## src/rtl/irq_agg_pkg.sv

```systemverilog
package irq_agg_pkg;
    localparam int REG_W    = 32;
    localparam int BIT_SW   = 31;
    localparam int BIT_RDY  = 30;
    localparam int BIT_TS   = 29;
    localparam int BIT_FAB  = 28;
    localparam int BIT_PHY2 = 27;
    localparam int BIT_PHY1 = 26;
    localparam int BIT_TMR  = 19;
    localparam int BIT_GPIO = 12;
    localparam int N_LATCH  = 3;

    localparam logic [REG_W-1:0] LATCH_MASK =
        (32'h1 << BIT_SW) | (32'h1 << BIT_RDY) | (32'h1 << BIT_TMR);
    localparam logic [REG_W-1:0] MIRROR_MASK =
        (32'h1 << BIT_TS) | (32'h1 << BIT_FAB) | (32'h1 << BIT_PHY2) |
        (32'h1 << BIT_PHY1) | (32'h1 << BIT_GPIO);
    localparam logic [REG_W-1:0] IMPL_MASK = LATCH_MASK | MIRROR_MASK;

    typedef enum logic [0:0] {RDY_BOOT, RDY_LIVE} rdy_state_t;

    // index of latched source -> status bit position
    function automatic int latch_pos(input int idx);
        case (idx)
            0:       return BIT_SW;
            1:       return BIT_RDY;
            default: return BIT_TMR;
        endcase
    endfunction
endpackage

```

## src/rtl/irq_rdy_fsm.sv

```systemverilog
module irq_rdy_fsm
    import irq_agg_pkg::*;
(
    input  logic clk,
    input  logic rst_n,
    input  logic dev_ready,
    output logic rdy_evt
);
    rdy_state_t state_q, state_d;

    always_ff @(posedge clk) begin
        if (!rst_n) state_q <= RDY_BOOT;
        else        state_q <= state_d;
    end

    always_comb begin
        state_d = state_q;
        rdy_evt = 1'b0;
        unique case (state_q)
            RDY_BOOT: begin
                if (dev_ready) begin
                    state_d = RDY_LIVE;
                    rdy_evt = 1'b1;
                end
            end
            RDY_LIVE: begin
                if (!dev_ready) state_d = RDY_BOOT;
            end
        endcase
    end
endmodule

```

## src/rtl/irq_wrap_det.sv

```systemverilog
module irq_wrap_det #(
    parameter int CNT_W = 16
) (
    input  logic             clk,
    input  logic             rst_n,
    input  logic [CNT_W-1:0] cnt,
    output logic             wrap_evt
);
    logic [CNT_W-1:0] prev_q;

    // history starts at all ones so a count of all ones right after reset is not an underflow
    always_ff @(posedge clk) begin
        if (!rst_n) prev_q <= '1;
        else        prev_q <= cnt;
    end

    assign wrap_evt = (prev_q == '0) && (&cnt);
endmodule

```

## src/rtl/irq_w1c_bit.sv

```systemverilog
module irq_w1c_bit (
    input  logic clk,
    input  logic rst_n,
    input  logic set_evt,
    input  logic clr,
    output logic q
);
    always_ff @(posedge clk) begin
        if (!rst_n)       q <= 1'b0;
        else if (set_evt) q <= 1'b1;
        else if (clr)     q <= 1'b0;
    end
endmodule

```

## src/rtl/irq_status_agg.sv

```systemverilog
module irq_status_agg
    import irq_agg_pkg::*;
#(
    parameter int                ADDR_W  = 12,
    parameter logic [ADDR_W-1:0] STS_OFS = 'h058,
    parameter logic [ADDR_W-1:0] EN_OFS  = 'h05C,
    parameter int                TMR_W   = 16
) (
    input  logic              clk,
    input  logic              rst_n,
    input  logic [ADDR_W-1:0] reg_addr,
    input  logic              reg_wr,
    input  logic [REG_W-1:0]  reg_wdata,
    output logic [REG_W-1:0]  reg_rdata,
    input  logic [TMR_W-1:0]  tmr_count,
    input  logic              dev_ready,
    input  logic              ts_pend,
    input  logic              fab_pend,
    input  logic              phy2_pend,
    input  logic              phy1_pend,
    input  logic              gpio_pend,
    output logic              irq_out
);
    logic             sts_wr, en_wr;
    logic [REG_W-1:0] en_q;
    logic [REG_W-1:0] sts_word;
    logic             sw_evt, rdy_evt, wrap_evt;
    logic [N_LATCH-1:0] latch_evt, latch_q;

    assign sts_wr = reg_wr && (reg_addr == STS_OFS);
    assign en_wr  = reg_wr && (reg_addr == EN_OFS);

    always_ff @(posedge clk) begin
        if (!rst_n)     en_q <= '0;
        else if (en_wr) en_q <= reg_wdata & IMPL_MASK;
    end

    // software interrupt: enable bit for position 31 goes from 0 to 1
    assign sw_evt = en_wr && reg_wdata[BIT_SW] && !en_q[BIT_SW];

    irq_rdy_fsm u_rdy (
        .clk       (clk),
        .rst_n     (rst_n),
        .dev_ready (dev_ready),
        .rdy_evt   (rdy_evt)
    );

    irq_wrap_det #(.CNT_W(TMR_W)) u_wrap (
        .clk      (clk),
        .rst_n    (rst_n),
        .cnt      (tmr_count),
        .wrap_evt (wrap_evt)
    );

    assign latch_evt = {wrap_evt, rdy_evt, sw_evt};

    for (genvar i = 0; i < N_LATCH; i++) begin : g_latch
        irq_w1c_bit u_bit (
            .clk     (clk),
            .rst_n   (rst_n),
            .set_evt (latch_evt[i]),
            .clr     (sts_wr && reg_wdata[latch_pos(i)]),
            .q       (latch_q[i])
        );
    end

    always_comb begin
        sts_word = '0;
        for (int i = 0; i < N_LATCH; i++) sts_word[latch_pos(i)] = latch_q[i];
        sts_word[BIT_TS]   = ts_pend;
        sts_word[BIT_FAB]  = fab_pend;
        sts_word[BIT_PHY2] = phy2_pend;
        sts_word[BIT_PHY1] = phy1_pend;
        sts_word[BIT_GPIO] = gpio_pend;
    end

    always_comb begin
        if (reg_addr == STS_OFS)     reg_rdata = sts_word;
        else if (reg_addr == EN_OFS) reg_rdata = en_q;
        else                         reg_rdata = '0;
    end

    assign irq_out = |(sts_word & en_q);
endmodule

```

## config.mk

```make
export PLATFORM = sky130hd
export DESIGN_NAME = irq_status_agg
export DESIGN_NICKNAME = d
export VERILOG_FILES = /design/src/rtl/irq_agg_pkg.sv /design/src/rtl/irq_rdy_fsm.sv /design/src/rtl/irq_wrap_det.sv /design/src/rtl/irq_w1c_bit.sv /design/src/rtl/irq_status_agg.sv
export SDC_FILE = /design/constraint.sdc
export NUM_CORES = 1
export LEC_CHECK = 0
export CORE_ASPECT_RATIO = 1.25
export CORE_MARGIN = 5
export CORE_UTILIZATION = 37
export DETAILED_ROUTE_END_ITERATION = 12
export PLACE_DENSITY_LB_ADDON = 0.3
export SYNTH_ARGS = -nofsm -noshare
export SYNTH_HDL_FRONTEND = slang
export SYNTH_SLANG_ARGS = --single-unit
```

## constraint.sdc

```tcl
create_clock -name clk -period 2.4 [get_ports clk]
set_input_delay 0.24 -clock clk [delete_from_list [all_inputs] [get_ports clk]]
set_output_delay 0.24 -clock clk [all_outputs]
set_load 0.01 [all_outputs]
```

* Word level (Yosys, flattened, before mapping)
Cells that the tools add are included.
** Word-level totals
- Register bits after elaboration :: 28
- Output and inout bits :: 33
- Logic and storage cells :: 34
** Operators by class
- Eq/ne operators :: 2
- Muxes and demuxes :: 10
- Bitwise gates (word level) :: 1
- Reduce and logical (&&, ||, !) cells :: 15
** Operators by type and width (count)
- 32-bit 2-to-1 mux :: 2
- 32-bit AND :: 1
- 32-bit OR reduction :: 1
- 12-bit by 7-bit == test with 1-bit output, second input constant :: 2
- 16-bit logical NOT :: 1
- 16-bit AND reduction :: 1
- 1-bit logical AND :: 8
- 1-bit 2-to-1 mux :: 8
- 2-bit nonzero test :: 3
- 1-bit logical NOT :: 1

* Longest topological paths before layout
- Word-level depth :: 5
- Mapped depth :: 5
- Depth with buffers taken out :: 4

* Cells and area by module
A second synthesis with hierarchy kept.
** Second synthesis, totals
- Cells, all modules :: 153
- Area, all modules :: 1418.9 sq um
** By module, submodules not included
- irq_status_agg :: times used 1, cells an instance 97, area an instance 748.2 sq um, sequential area each 160.2 sq um
- irq_wrap_det :: times used 1, cells an instance 44, area an instance 506.7 sq um, sequential area each 320.3 sq um
- irq_w1c_bit :: times used 3, cells an instance 3, area an instance 41.3 sq um, sequential area each 20.0 sq um
- irq_rdy_fsm :: times used 1, cells an instance 3, area an instance 40.0 sq um, sequential area each 20.0 sq um

* Least setup slack after synthesis
OpenSTA, ideal clock, no wires.
- Path kind :: input to output
- Start point :: input reg_addr[1]
- End point :: output reg_rdata[12]
- Arrival :: 1.082 ns
- Data required time :: 2.160 ns
- Setup slack :: 1.078 ns
- Cell stages on the path :: 4
- Path buffers :: 1
- Cell sequence :: nor4b_4 > nand4_4 > buf_6 > nor2_1
** On the way
- Cells in the longest elaborated chain, start to end :: 3
- Elaborated cells on any way between the ends :: 4
- Those cells by class :: 2 x eq/ne; 2 x mux
** Ends and longest elaborated chain
- start, declared :: line irq_status_agg.sv:11 : input logic [ADDR_W-1:0] reg_addr,
- 12-bit by 7-bit == test with 1-bit output :: line irq_status_agg.sv:79 : else if (reg_addr == EN_OFS) reg_rdata = en_q;
- 32-bit 2-to-1 mux :: line irq_status_agg.sv:79
- 32-bit 2-to-1 mux (*) :: line irq_status_agg.sv:78 : if (reg_addr == STS_OFS) reg_rdata = sts_word;
- end, declared :: line irq_status_agg.sv:14 : output logic [REG_W-1:0] reg_rdata,
Mark *: on every way between the ends. The rest lies on a longest branch, timed or not.

* Final worst setup path
- Start point :: input reg_addr[1]
- End point :: output reg_rdata[31]
The elaborated chain is that of the path after synthesis.

==> flow_summary.toml <==
[status]
run_status = "completed"

[critical_path]
crit_buf_inv = 2
arrival_ps = 1920
crit_path_end_kind = "output port"
crit_required_ps = 2160
cpMostUsedCell = "clkdlybuf4s50_1"
slowest_stage = "clkdlybuf4s50_1"
path_cells = "clkdlybuf4s50_1, nor4b_4, nand4_4, nor2_1, clkdlybuf4s50_1"
worstPathMaxFanout = 9
critPathLaunchType = "input port"
timing_worst_setup_path_type = "in -> out"
path_delay_family = "buffers and inverters"
cp_slowest_stage_delay_ps = 540

[floorplanning]
die_area_mm2 = 0.005161
ioPinCount = 102
die_x_um = 65.27
rows = 25
core_area_mm2 = 0.003754
initial_core_util_pct = 37.63
die_h_um = 79.08

[sta]
clock_skew_ps = 1.177
slew_viol_final = 0
max_freq_mhz = 462.7
slew_headroom_pct = 64.19
finalSetupTns_ps = 0
fin_crit_sh_pct = 90.06
finalSetupViolCount = 0
hold_viol = 0
tightest_slew_ps = 535.4
finalCriticalPeriod_ps = 2161
holdWs_ps = 433.1
grt_setup_unrepaired = "false"

[power]
p_per_area_mw_per_mm2 = 470.5
swShare_pct = 22.03
power_mw = 0.9113
pwr-share-clk_pct = 31.0
pwr-share-comb_pct = 15.6
p_leak_nw = 0.7647
pwr-share-seq_pct = 53.3
intPower_mw = 0.7105
peakVddDrop_mv = 0.3038
p_switching_mw = 0.2008

[clock_tree]
clock_latency_ps = 270
h-tree-depth = 1
cts_root_buffer = "clkbuf_8"
cts.sinks = 28
clkSlewWorstSetupHoldPaths_ps = 90
cts_buffer_depth = 2
cts_hold_buf = 0
cts_resized = 0
cts_setup_buffers = 0
cts_buffers = 3
cts_tree = "done"

[logic_synthesis]
avgSynthCellArea_um2 = 9.355
synthTopCellsByArea = "dfxtp_1 40%, buf_4 13%, mux2i_1 11%"
yosysMostFrequentCell = "dfxtp_1"
yosys_register_bits = 28
synth_ff_type = "dfxtp_1"
ys_types = 26
ys_seq_area_share_pct = 39.68
syn_inst = 151
ys_warn_count = 0
yosysTopAreaCellShare_pct = 39.68
synthTopCellsByCount = "28 x dfxtp_1, 24 x buf_4, 22 x nand2_1"
syn_area_mm2 = 0.001413
postSynth.asyncResetShare_pct = 0
synth_edf_count = 0
yosys.area.top_type = "dfxtp_1"

[finish]
fin_nets = 273
drive_gt1_share_pct = 5.911
final_cell_area_mm2 = 0.001937
fillers = 349
ff_latch_area_um2 = 560.5
area_growth_syn_to_layout_pct = 37.11
n_antenna_cell = 0
multi_input_area_um2 = 721.9

[job]
max_cap_violations = 0

[place]
io_buffers = 53
hpwlAfterDp_um = 2437
placed_area_mm2 = 0.001882
place.gp.congestion = 0.7673

[route]
first_iter_violations = 51
vias_per_cell = 4.457
vias = 1083
dr.pass1.iters = 4
wl_um = 2886
drc = 0
ant_nets = 0
post_drt_wl_per_cell_um = 11.88

[grt]
grt_pass1_vias = 1076
grt_max_degree = 33
grt_use_total_pct = 11.01
grt_overflow = 0
grt_pass1_wl_um = 4526
antenna_found_initial = 0

[worst_hold_path]
hp-class = "reg -> reg"
[cell families (layout without fill, tap and decap cells)]
| logic type | Yosys count | in the layout | synth area share (%) |
|---|---|---|---|
| AOI/OAI and AO/OA | 10 | 10 | 5.668 |
| buffers and inverters | 31 | 60 | 15.32 |
| DFF | 28 | 28 | 39.68 |
| muxes | 16 | 16 | 11.34 |
| other | 1 | 24 | 0.2655 |
| and+or+nand+nor | 65 | 65 | 27.73 |
[power groups by stage]
stage          clock network (mW)  logic, mW  registers [mW]
2_1_floorplan                   0     0.0865           0.495
3_3_place_gp                    0      0.141           0.497
3_5_place_dp                    0      0.142           0.497
4_1_cts                     0.291      0.142           0.486
5_1_grt                     0.312      0.155           0.488
6_report                    0.283      0.142           0.486
[layout make-up]
class	instances	share of cell area [%]
Sequential cell	28	28.94
Timing Repair Buffer	55	28.17
Inverter	1	0.1938
Multi-Input combinational cell	115	37.27
Tap cell	40	2.584
Clock buffer	4	2.842
[through the flow]
| step | utilization, % | worst slack (ps) | instances |
|---|---|---|---|
| 5_1_grt | 51.60 | 101.1 | 243 |
| 2_1_floorplan | - | 1078 | 174 |
| 6_report | 51.60 | 238.7 | 243 |
| 3_5_place_dp | 50.13 | 231.7 | 239 |
| 3_3_place_gp | 50.13 | 222.9 | 239 |
| 4_1_cts | 51.60 | 231.0 | 243 |
[per-layer routing]
| metal | share of wire [%] | track usage, % |
|---|---|---|
| met4 | 0 | 1.245 |
| met5 | 0 | 0 |
| met3 | 7.3 | 3.395 |
| met2 | 49 | 19.96 |
| met1 | 43 | 12.96 |
[flip-flops by register name, summed over array words and instances, names as in the netlist]
signal and flops:
en_q 8, g_latch.u_bit.q 3, u_rdy.state_q 1, u_wrap.prev_q 16
[cell usage in the layout, fill, tap and decap left out, drive strengths merged, types with 2 or more instances in the layout]
cell type	netlist	routed
clkdlybuf4s50	0	53
o21ai	2	2
nor4b	2	2
nand4	7	7
nor4	3	3
buf	29	2
dfxtp	28	28
o211ai	3	3
nand2b	16	16
clkbuf	1	4
a22oi	4	4
conb	1	24
mux2i	16	16
nand2	22	22
nor2	11	11
[worst register-to-register path, stage by stage (launching register included)]
cell and delay (ps):
dfxtp_1 300, or4_1 520, nor3_1 140, nand4_1 110
o21ai_0 140
[final timing paths]
kind	from	endpoint	slack, ps	cells after the start
min	u_rdy.state_q	g_latch[1].u_bit.q	430	1
min reg2reg	u_rdy.state_q	g_latch[1].u_bit.q	430	1
max	reg_addr[1]	reg_rdata[31]	240	5
max reg2reg	u_wrap.prev_q[10]	g_latch[2].u_bit.q	1110	4
Power figures use the tool's default switching activity.
